--- src/rtl/xbus16_pkg.sv ---
package xbus16_pkg;
  typedef enum logic [2:0] {
    ST_IDLE = 3'd0,
    ST_T1A  = 3'd1,
    ST_T1B  = 3'd2,
    ST_T2A  = 3'd3,
    ST_T2B  = 3'd4,
    ST_DONE = 3'd5
  } bst_e;

  localparam int LANE_W = 8;
  localparam int DQ_W   = 16;
endpackage

--- src/rtl/xbus16_fsm.sv ---
module xbus16_fsm
  import xbus16_pkg::*;
(
  input  logic clk,
  input  logic rst,
  input  logic req_valid,
  input  logic req_word,
  input  logic req_a0,
  output bst_e st,
  output bst_e st_nxt,
  output logic accept,
  output logic reject
);
  logic idle;

  assign idle   = (st == ST_IDLE);
  assign reject = idle && req_valid && req_word && req_a0;
  assign accept = idle && req_valid && !(req_word && req_a0);

  always_comb begin
    st_nxt = st;
    case (st)
      ST_IDLE: if (accept) st_nxt = ST_T1A;
      ST_T1A:  st_nxt = ST_T1B;
      ST_T1B:  st_nxt = ST_T2A;
      ST_T2A:  st_nxt = ST_T2B;
      ST_T2B:  st_nxt = ST_DONE;
      default: st_nxt = ST_IDLE;
    endcase
  end

  always_ff @(posedge clk) begin
    if (rst) st <= ST_IDLE;
    else     st <= st_nxt;
  end
endmodule

--- src/rtl/xbus16_lanes.sv ---
module xbus16_lanes
  import xbus16_pkg::*;
(
  input  logic            word,
  input  logic            a0,
  input  logic [DQ_W-1:0] wdata,
  input  logic [DQ_W-1:0] din,
  output logic [1:0]      lane_en,
  output logic [DQ_W-1:0] dout,
  output logic [DQ_W-1:0] rdata
);
  localparam logic [LANE_W-1:0] ZB = '0;

  always_comb begin
    lane_en = {word | ~a0, word | a0};
    if (word) begin
      dout  = wdata;
      rdata = din;
    end else begin
      dout  = {wdata[LANE_W-1:0], wdata[LANE_W-1:0]};
      rdata = a0 ? {ZB, din[LANE_W-1:0]} : {ZB, din[DQ_W-1:LANE_W]};
    end
  end
endmodule

--- src/rtl/xbus16_csdec.sv ---
module xbus16_csdec #(
  parameter int NAREA  = 8,
  localparam int AREA_W = (NAREA > 1) ? $clog2(NAREA) : 1
) (
  input  logic              en,
  input  logic [AREA_W-1:0] area,
  output logic [NAREA-1:0]  cs_n
);
  for (genvar i = 0; i < NAREA; i++) begin : g_cs
    assign cs_n[i] = !(en && (area == AREA_W'(i)));
  end
endmodule

--- src/rtl/xbus16_ctrl.sv ---
module xbus16_ctrl
  import xbus16_pkg::*;
#(
  parameter int AW     = 24,
  parameter int NAREA  = 8,
  localparam int AREA_W = (NAREA > 1) ? $clog2(NAREA) : 1
) (
  input  logic              clk,
  input  logic              rst,
  input  logic              req_valid,
  input  logic              req_write,
  input  logic              req_word,
  input  logic [AW-1:0]     req_addr,
  input  logic [AREA_W-1:0] req_area,
  input  logic [15:0]       req_wdata,
  output logic              req_ready,
  output logic              rsp_done,
  output logic              rsp_err,
  output logic [15:0]       rsp_rdata,
  output logic [AW-1:0]     bus_addr,
  output logic [NAREA-1:0]  bus_cs_n,
  output logic              bus_as_n,
  output logic              bus_bs_n,
  output logic              bus_rd_n,
  output logic              bus_rnw,
  output logic              bus_wr_hi_n,
  output logic              bus_wr_lo_n,
  output logic [15:0]       bus_dq_o,
  output logic [1:0]        bus_dq_oe,
  input  logic [15:0]       bus_dq_i
);
  bst_e st, st_nxt;
  logic accept, reject;

  logic              lat_rnw, lat_word;
  logic [AREA_W-1:0] lat_area;
  logic [15:0]       lat_wdata;

  logic              cur_rnw, cur_word, cur_a0;
  logic [AREA_W-1:0] cur_area;
  logic [15:0]       cur_wdata;

  logic [1:0]        lane_en;
  logic [15:0]       lane_dout, lane_rdata;
  logic [NAREA-1:0]  cs_dec_n;
  logic              nxt_active, nxt_strobe, nxt_as;

  xbus16_fsm u_fsm (
    .clk(clk), .rst(rst), .req_valid(req_valid), .req_word(req_word),
    .req_a0(req_addr[0]), .st(st), .st_nxt(st_nxt),
    .accept(accept), .reject(reject)
  );

  // the request values are used at the edge that takes it, the latch after
  assign cur_rnw   = accept ? !req_write  : lat_rnw;
  assign cur_word  = accept ? req_word    : lat_word;
  assign cur_a0    = accept ? req_addr[0] : bus_addr[0];
  assign cur_area  = accept ? req_area    : lat_area;
  assign cur_wdata = accept ? req_wdata   : lat_wdata;

  xbus16_lanes u_lanes (
    .word(cur_word), .a0(cur_a0), .wdata(cur_wdata), .din(bus_dq_i),
    .lane_en(lane_en), .dout(lane_dout), .rdata(lane_rdata)
  );

  assign nxt_active = (st_nxt == ST_T1A) || (st_nxt == ST_T1B) ||
                      (st_nxt == ST_T2A) || (st_nxt == ST_T2B);
  assign nxt_strobe = (st_nxt == ST_T1B) || (st_nxt == ST_T2A) ||
                      (st_nxt == ST_T2B);
  assign nxt_as     = (st_nxt == ST_T1B) || (st_nxt == ST_T2A);

  xbus16_csdec #(.NAREA(NAREA)) u_cs (
    .en(nxt_active), .area(cur_area), .cs_n(cs_dec_n)
  );

  always_ff @(posedge clk) begin
    if (rst) begin
      lat_rnw     <= 1'b1;
      lat_word    <= 1'b0;
      lat_area    <= '0;
      lat_wdata   <= '0;
      bus_addr    <= '0;
      req_ready   <= 1'b1;
      rsp_done    <= 1'b0;
      rsp_err     <= 1'b0;
      rsp_rdata   <= '0;
      bus_cs_n    <= '1;
      bus_as_n    <= 1'b1;
      bus_bs_n    <= 1'b1;
      bus_rd_n    <= 1'b1;
      bus_rnw     <= 1'b1;
      bus_wr_hi_n <= 1'b1;
      bus_wr_lo_n <= 1'b1;
      bus_dq_o    <= '0;
      bus_dq_oe   <= '0;
    end else begin
      if (accept) begin
        lat_rnw   <= !req_write;
        lat_word  <= req_word;
        lat_area  <= req_area;
        lat_wdata <= req_wdata;
        bus_addr  <= req_addr;
      end
      req_ready   <= (st_nxt == ST_IDLE);
      rsp_done    <= (st_nxt == ST_DONE);
      rsp_err     <= reject;
      if (st == ST_T2B) rsp_rdata <= lane_rdata;
      bus_cs_n    <= cs_dec_n;
      bus_bs_n    <= !(st_nxt == ST_T1A);
      bus_as_n    <= !nxt_as;
      bus_rnw     <= nxt_active ? cur_rnw : 1'b1;
      bus_rd_n    <= !(nxt_strobe && cur_rnw);
      bus_wr_hi_n <= !(nxt_strobe && !cur_rnw && lane_en[1]);
      bus_wr_lo_n <= !(nxt_strobe && !cur_rnw && lane_en[0]);
      bus_dq_o    <= lane_dout;
      bus_dq_oe   <= (nxt_active && !cur_rnw) ? lane_en : 2'b00;
    end
  end
endmodule

--- config.mk ---
export PLATFORM = sky130hd
export DESIGN_NAME = xbus16_ctrl
export DESIGN_NICKNAME = d
export VERILOG_FILES = /design/src/rtl/xbus16_pkg.sv /design/src/rtl/xbus16_fsm.sv /design/src/rtl/xbus16_lanes.sv /design/src/rtl/xbus16_csdec.sv /design/src/rtl/xbus16_ctrl.sv
export SDC_FILE = /design/constraint.sdc
export NUM_CORES = 1
export LEC_CHECK = 0
export BUFFER_PORTS_ARGS = -buffer_cell sky130_fd_sc_hd__buf_2
export CORE_UTILIZATION = 45
export CTS_BUF_LIST = sky130_fd_sc_hd__clkbuf_8
export DETAILED_ROUTE_END_ITERATION = 7
export HOLD_SLACK_MARGIN = 0.03
export PLACE_DENSITY = 0.75
export SYNTH_ARGS = -nofsm -noshare
export SYNTH_HDL_FRONTEND = slang
export SYNTH_SLANG_ARGS = --single-unit
--- constraint.sdc ---
create_clock -name clk -period 1.8 [get_ports clk]
set_input_delay 0.09 -clock clk [delete_from_list [all_inputs] [get_ports clk]]
set_output_delay 0.09 -clock clk [all_outputs]
set_load 0.02 [all_outputs]
### Yosys cells after proc, flatten, opt, wreduce, memory -nomap -nowiden

Cells that the tools add are included.

* equal/unequal tests: 16
* muxes and demuxes: 10
* bitwise logic cells: 5
* reductions and logical operators: 44

Operators by type and width (count)
* two-way mux 16 bit: 3
* == test 3 bit, second input constant: 7
* == test 3 x 2 -> 1 bit, second input constant: 6
* logical AND 1 bit: 18
* logical NOT 1 bit: 16
* one-hot mux 3 bit (5 select lines): 1
* == test 3 x 1 -> 1 bit, second input constant: 3
* logical NOT 3 bit: 3
* two-way mux 8 bit: 1
* two-way mux 3 bit: 2
* logical OR 1 bit: 5
* OR reduction 2 bit: 2
* two-way mux 1 bit: 3
* inverter 1 bit: 3
* bitwise OR 1 bit: 2

* word-level logic and storage cells: 94
* input bits: 64
* output and inout port bits: 75
* register bits after elaboration: 99

### Longest topological paths before layout

* depth after elaboration: 12
* depth in mapped cells: 8
* mapped depth without buffers: 4

### Hierarchy

A second synthesis with hierarchy kept.

* cell total of the unflattened synthesis: 361
* area total of the unflattened synthesis: 3843.7 µm²

By module, submodules not included
* xbus16_ctrl: cells each 297, seq. area each 1921.8 µm², instances 1, area each 3224.3 µm²
* xbus16_lanes: cells each 37, seq. area each 0.0 µm², instances 1, area each 376.6 µm²
* xbus16_fsm: cells each 19, seq. area each 60.1 µm², instances 1, area each 166.4 µm²
* xbus16_csdec: cells each 8, seq. area each 0.0 µm², instances 1, area each 76.3 µm²

### Least setup slack after synthesis

OpenSTA, ideal clock, no wires.

* kind: reg2reg
* start point: reg u_fsm.st[1]
* end point: reg bus_cs_n[4]
* clock period less this slack: 1.839 ns
* library setup time: 0.126 ns
* required time: 1.674 ns
* setup slack: -0.039 ns
* cell stages (with the launch flop): 7
* path buffers: 2
* data arrival time: 1.712 ns
* cell sequence: dfxtp_1 -> buf_6 -> or4b_4 -> buf_6 -> or4_1 -> o31ai_1 -> nand2_1

* cells in the longest elaborated chain, start to end: 11
* elaborated cells on any way between the ends: 20
* classes of those cells: 9 x eq/ne; 3 x mux; 8 x reduce/logical

RTL lines
* start: declaration: RTL line xbus16_fsm.sv:9 `output bst_e st,`
* start signal: assignment: RTL line xbus16_fsm.sv:34 `else st <= st_nxt;`
* logical NOT 3 bit: RTL line xbus16_fsm.sv:16, xbus16_fsm.sv:22
* logical AND 1 bit (2 in a row): RTL line xbus16_fsm.sv:18 `assign accept = idle && req_valid && !(req_word && req_a0);`
* two-way mux 3 bit: RTL line xbus16_fsm.sv:23 `ST_IDLE: if (accept) st_nxt = ST_T1A;`
* one-hot mux 3 bit (5 select lines): RTL line xbus16_fsm.sv:22 `case (st)`
* == test 3 x 1 -> 1 bit or == test 3 x 2 -> 1 bit (tied branches): RTL line xbus16_ctrl.sv:66 `assign nxt_active = (st_nxt == ST_T1A) || (st_nxt == ST_T1B) ||`
* logical OR 1 bit (2 in a row): RTL line xbus16_ctrl.sv:66
* logical OR 1 bit: RTL line xbus16_ctrl.sv:67 `(st_nxt == ST_T2A) || (st_nxt == ST_T2B);`
* logical AND 1 bit (*): RTL line xbus16_csdec.sv:10 `assign cs_n[i] = !(en && (area == AREA_W'(i)));`
* logical NOT 1 bit (*): RTL line xbus16_csdec.sv:10
* end signal: assignment: RTL line xbus16_ctrl.sv:108 `bus_cs_n <= cs_dec_n;`
* end: declaration: RTL line xbus16_ctrl.sv:21 `output logic [NAREA-1:0] bus_cs_n,`

Every way passes the cells marked *; elsewhere a longest branch is shown, timed or not.
A chain may end at the register's enable or synchronous reset.

### Final worst setup path

* start point: reg u_fsm.st[0]
* end point: reg bus_cs_n[4]

Same word-level chain as after synthesis.

==> results.cfg <==
[run_status]
status = complete, no violations

[setup_path]
critPathKind = flip-flop to flip-flop
required_ns = 2.02
critPathLaunchType = flip-flop
critPathArrivalTime_ns = 1.99
r2r_start = u_fsm.st[0]$_SDFF_PP0_
regToRegSetupSlack_ns = 0.03
critPathCaptureType = flip-flop
r2r_end = bus_cs_n[4]$_SDFF_PP1_
reg2regPathDepth = 4
crit_path_max_fanout = 5
critical_path.startpoint = u_fsm.st[0]$_SDFF_PP0_

[cells_and_area]
final_cell_area_um2 = 5000
drive_gt1_share_pct = 33.9
seqCellArea_um2 = 1820
fill_cells = 622
multi_input_area_um2 = 1470
diodes = 0
areaGrowthSynthToFinish_pct = 44.2
nets = 639

[placement]
numPortBuffers = 138
placed_cell_area_um2 = 4230
hpwl_um = 6180
gp_congestion = 0.799

[timing]
whs_ns = 0.0370
rsz0062_at_grt = true
slew_headroom_pct = 63.9
finalCritPeriodShare_pct = 98.5
setup_tns_ns = 0
worst_pin_slew_ns = 0.541
slew_viol_final = 0
finalSetupViolCount = 0
max_freq_mhz = 564
period_minus_slack_ns = 1.77
finClkSkew_ns = 0.00844
hold_violations = 0

[synth]
netlist_top_cells_count = dfxtp_1 (91), nand2_1 (71), a21oi_1 (37)
ys_top_cells_by_area = dfxtp_1 (53%), nand2_1 (7.7%), a21oi_1 (5.3%)
yosysSeqAreaShare_pct = 52.6
synth_top_area_share_pct = 52.6
synth-async-reset-ratio_pct = 0
synth-seq-cells = 91
synth_top_cell_by_area = dfxtp_1
synth_edf_count = 0
netlist_area_um2 = 3460
syn-num-nets = 454
syn_area_per_cell_um2 = 8.88
synth.most_common_cell = dfxtp_1
synth_cell_types = 39
synth_ff_type = dfxtp_1
synth_cells = 390
synth_warnings = 0

[grt]
track_usage_pct = 24.1
antenna_found_initial = 0
grt_max_degree = 27
grt_pass1_vias = 3365
grt_pass1_wl_um = 15700
gr-total-overflow = 0

[cts]
ctsLongestPathBuffers = 2
cts_tree = built
cts_buffers = 9
cts_root_buf = clkbuf_8
clock-sinks = 91
clock_latency_ns = 0.35
cts_max_level = 3
clkTransAtPathRegs_ns = 0.08

[hold_path]
min_from = bus_dq_i[4]
min_path_cells = 3
min_path_type = input pin to flip-flop
min_to = rsp_rdata[4]$_SDFFE_PP0N_

[routing]
drtPass1Iterations = 6
routed_wl_um = 9890
viasPerCell = 5.15
drt_iter0_drc = 143
routedWlPerCell_um = 14.6
drc = 0
vias = 3488
ant_nets = 0

[power]
pwr_density_cell_nw_per_um2 = 998
worst_ir_drop_vdd_mv = 0.552
power.leakage_nw = 2.25

[floorplan]
die_area_um2 = 8050
core_um2 = 7330
io_pins = 139
die_w_um = 89.7
initial_core_util_pct = 47.3
row_count = 31
die_y_um = 89.7

[job]
maxCapViolCount = 0
## sequential cells by signal (all words and copies together) (netlist names), 2 cells and up
register,cells
bus_dq_oe,2
bus_addr,24
bus_cs_n,8
u_fsm.st,3
lat_area,3
bus_dq_o,16
lat_wdata,8
rsp_rdata,16
## routing by layer
metal / GRT usage [%] / wire [um] / share of wire (%)
met1: 28.0 / 4080 / 41
met2: 42.6 / 4910 / 50
met3: 4.15 / 574 / 5.8
met4: 12.3 / 322 / 3.3
met5: 0 / 0 / 0
## worst max-delay path, cell delays in order, from the launching register on
cell and delay [ns]:
dfxtp_2 0.34, or4b_4 0.63, or4_4 0.51, o31ai_2 0.08, nand2_1 0.08
## where the power goes
group	leakage [nW]	switching, mW	internal [mW]
sequential	0.743	0.0877	2.22
clock	0.0885	0.650	0.555
combinational	1.42	0.870	0.606
## layout make-up
class                   instances  area share (%)
clock buffers                  11            3.03
clock inverters                 3           0.326
inverters                      10           0.751
multi-input cells             254            29.4
flip-flops and latches         91            36.5
well taps                      99            2.48
repair buffers                209            27.6
## worst max path at each step
stage	to	cells after the start
after floorplan	bus_cs_n[4]$_SDFF_PP1_	6
after global placement	rsp_rdata[2]$_SDFFE_PP0N_	4
after detailed placement	rsp_rdata[7]$_SDFFE_PP0N_	4
after CTS	rsp_rdata[7]$_SDFFE_PP0N_	5
after global routing	bus_dq_o[9]$_SDFF_PP0_	4
final	bus_cs_n[4]$_SDFF_PP1_	4
## stage by stage
step | worst slack (ns) | util [%] | total power [mW] | instances
after floorplan | -0.0387 | - | 3.21 | 390
after global placement | 0.000548 | 57.8 | 3.60 | 611
after detailed placement | -0.0353 | 57.8 | 3.63 | 611
after CTS | -0.0114 | 66.9 | 4.93 | 674
after global routing | -0.0262 | 68.2 | 5.24 | 677
final | 0.0276 | 68.2 | 4.99 | 677
## cell usage in the layout, fill, tap and decap left out, types with 3 or more instances in the layout
cell           synthesis  final
nor2_1                22     21
clkbuf_8               0     11
dfxtp_1               91     90
nand2_1               71     71
dlygate4sd3_1          0     47
a21oi_1               37     36
a21o_1                 9      9
nand3_1               19     19
buf_4                  8     19
mux2i_1                8      8
a311oi_1               8      5
o21ai_0               19     16
a22oi_1                8      8
and2_1                 3      3
o21ai_1                0      3
nand2b_1               6      6
nand4_1               10     10
or3_1                  5      3
a311oi_2               0      3
buf_6                  5      3
nor3_1                 7      7
inv_1                 10     11
buf_2                  3    138
## logic make-up after synthesis
group,Yosys count,share of synthesized area (%)
AOI/OAI and AO/OA,88,15.7
xor gates and xnor gates,2,0.506
buffers and inverters,46,7.08
DFF,91,52.6
muxes,8,2.31
and+or+nand+nor,155,21.8
## repair_timing
action | 4_1_cts | 5_1_grt
setup buffers | 1 | 3
endpoints found under the setup margin | 11 | 49
hold buffers | 47 | 0
pin swaps | 2 | 10
hold endpoints to repair | 47 | 0
resized for setup | 3 | 16
gates cloned | 1 | 0
Note: power is estimated with default switching activity, not from simulation.
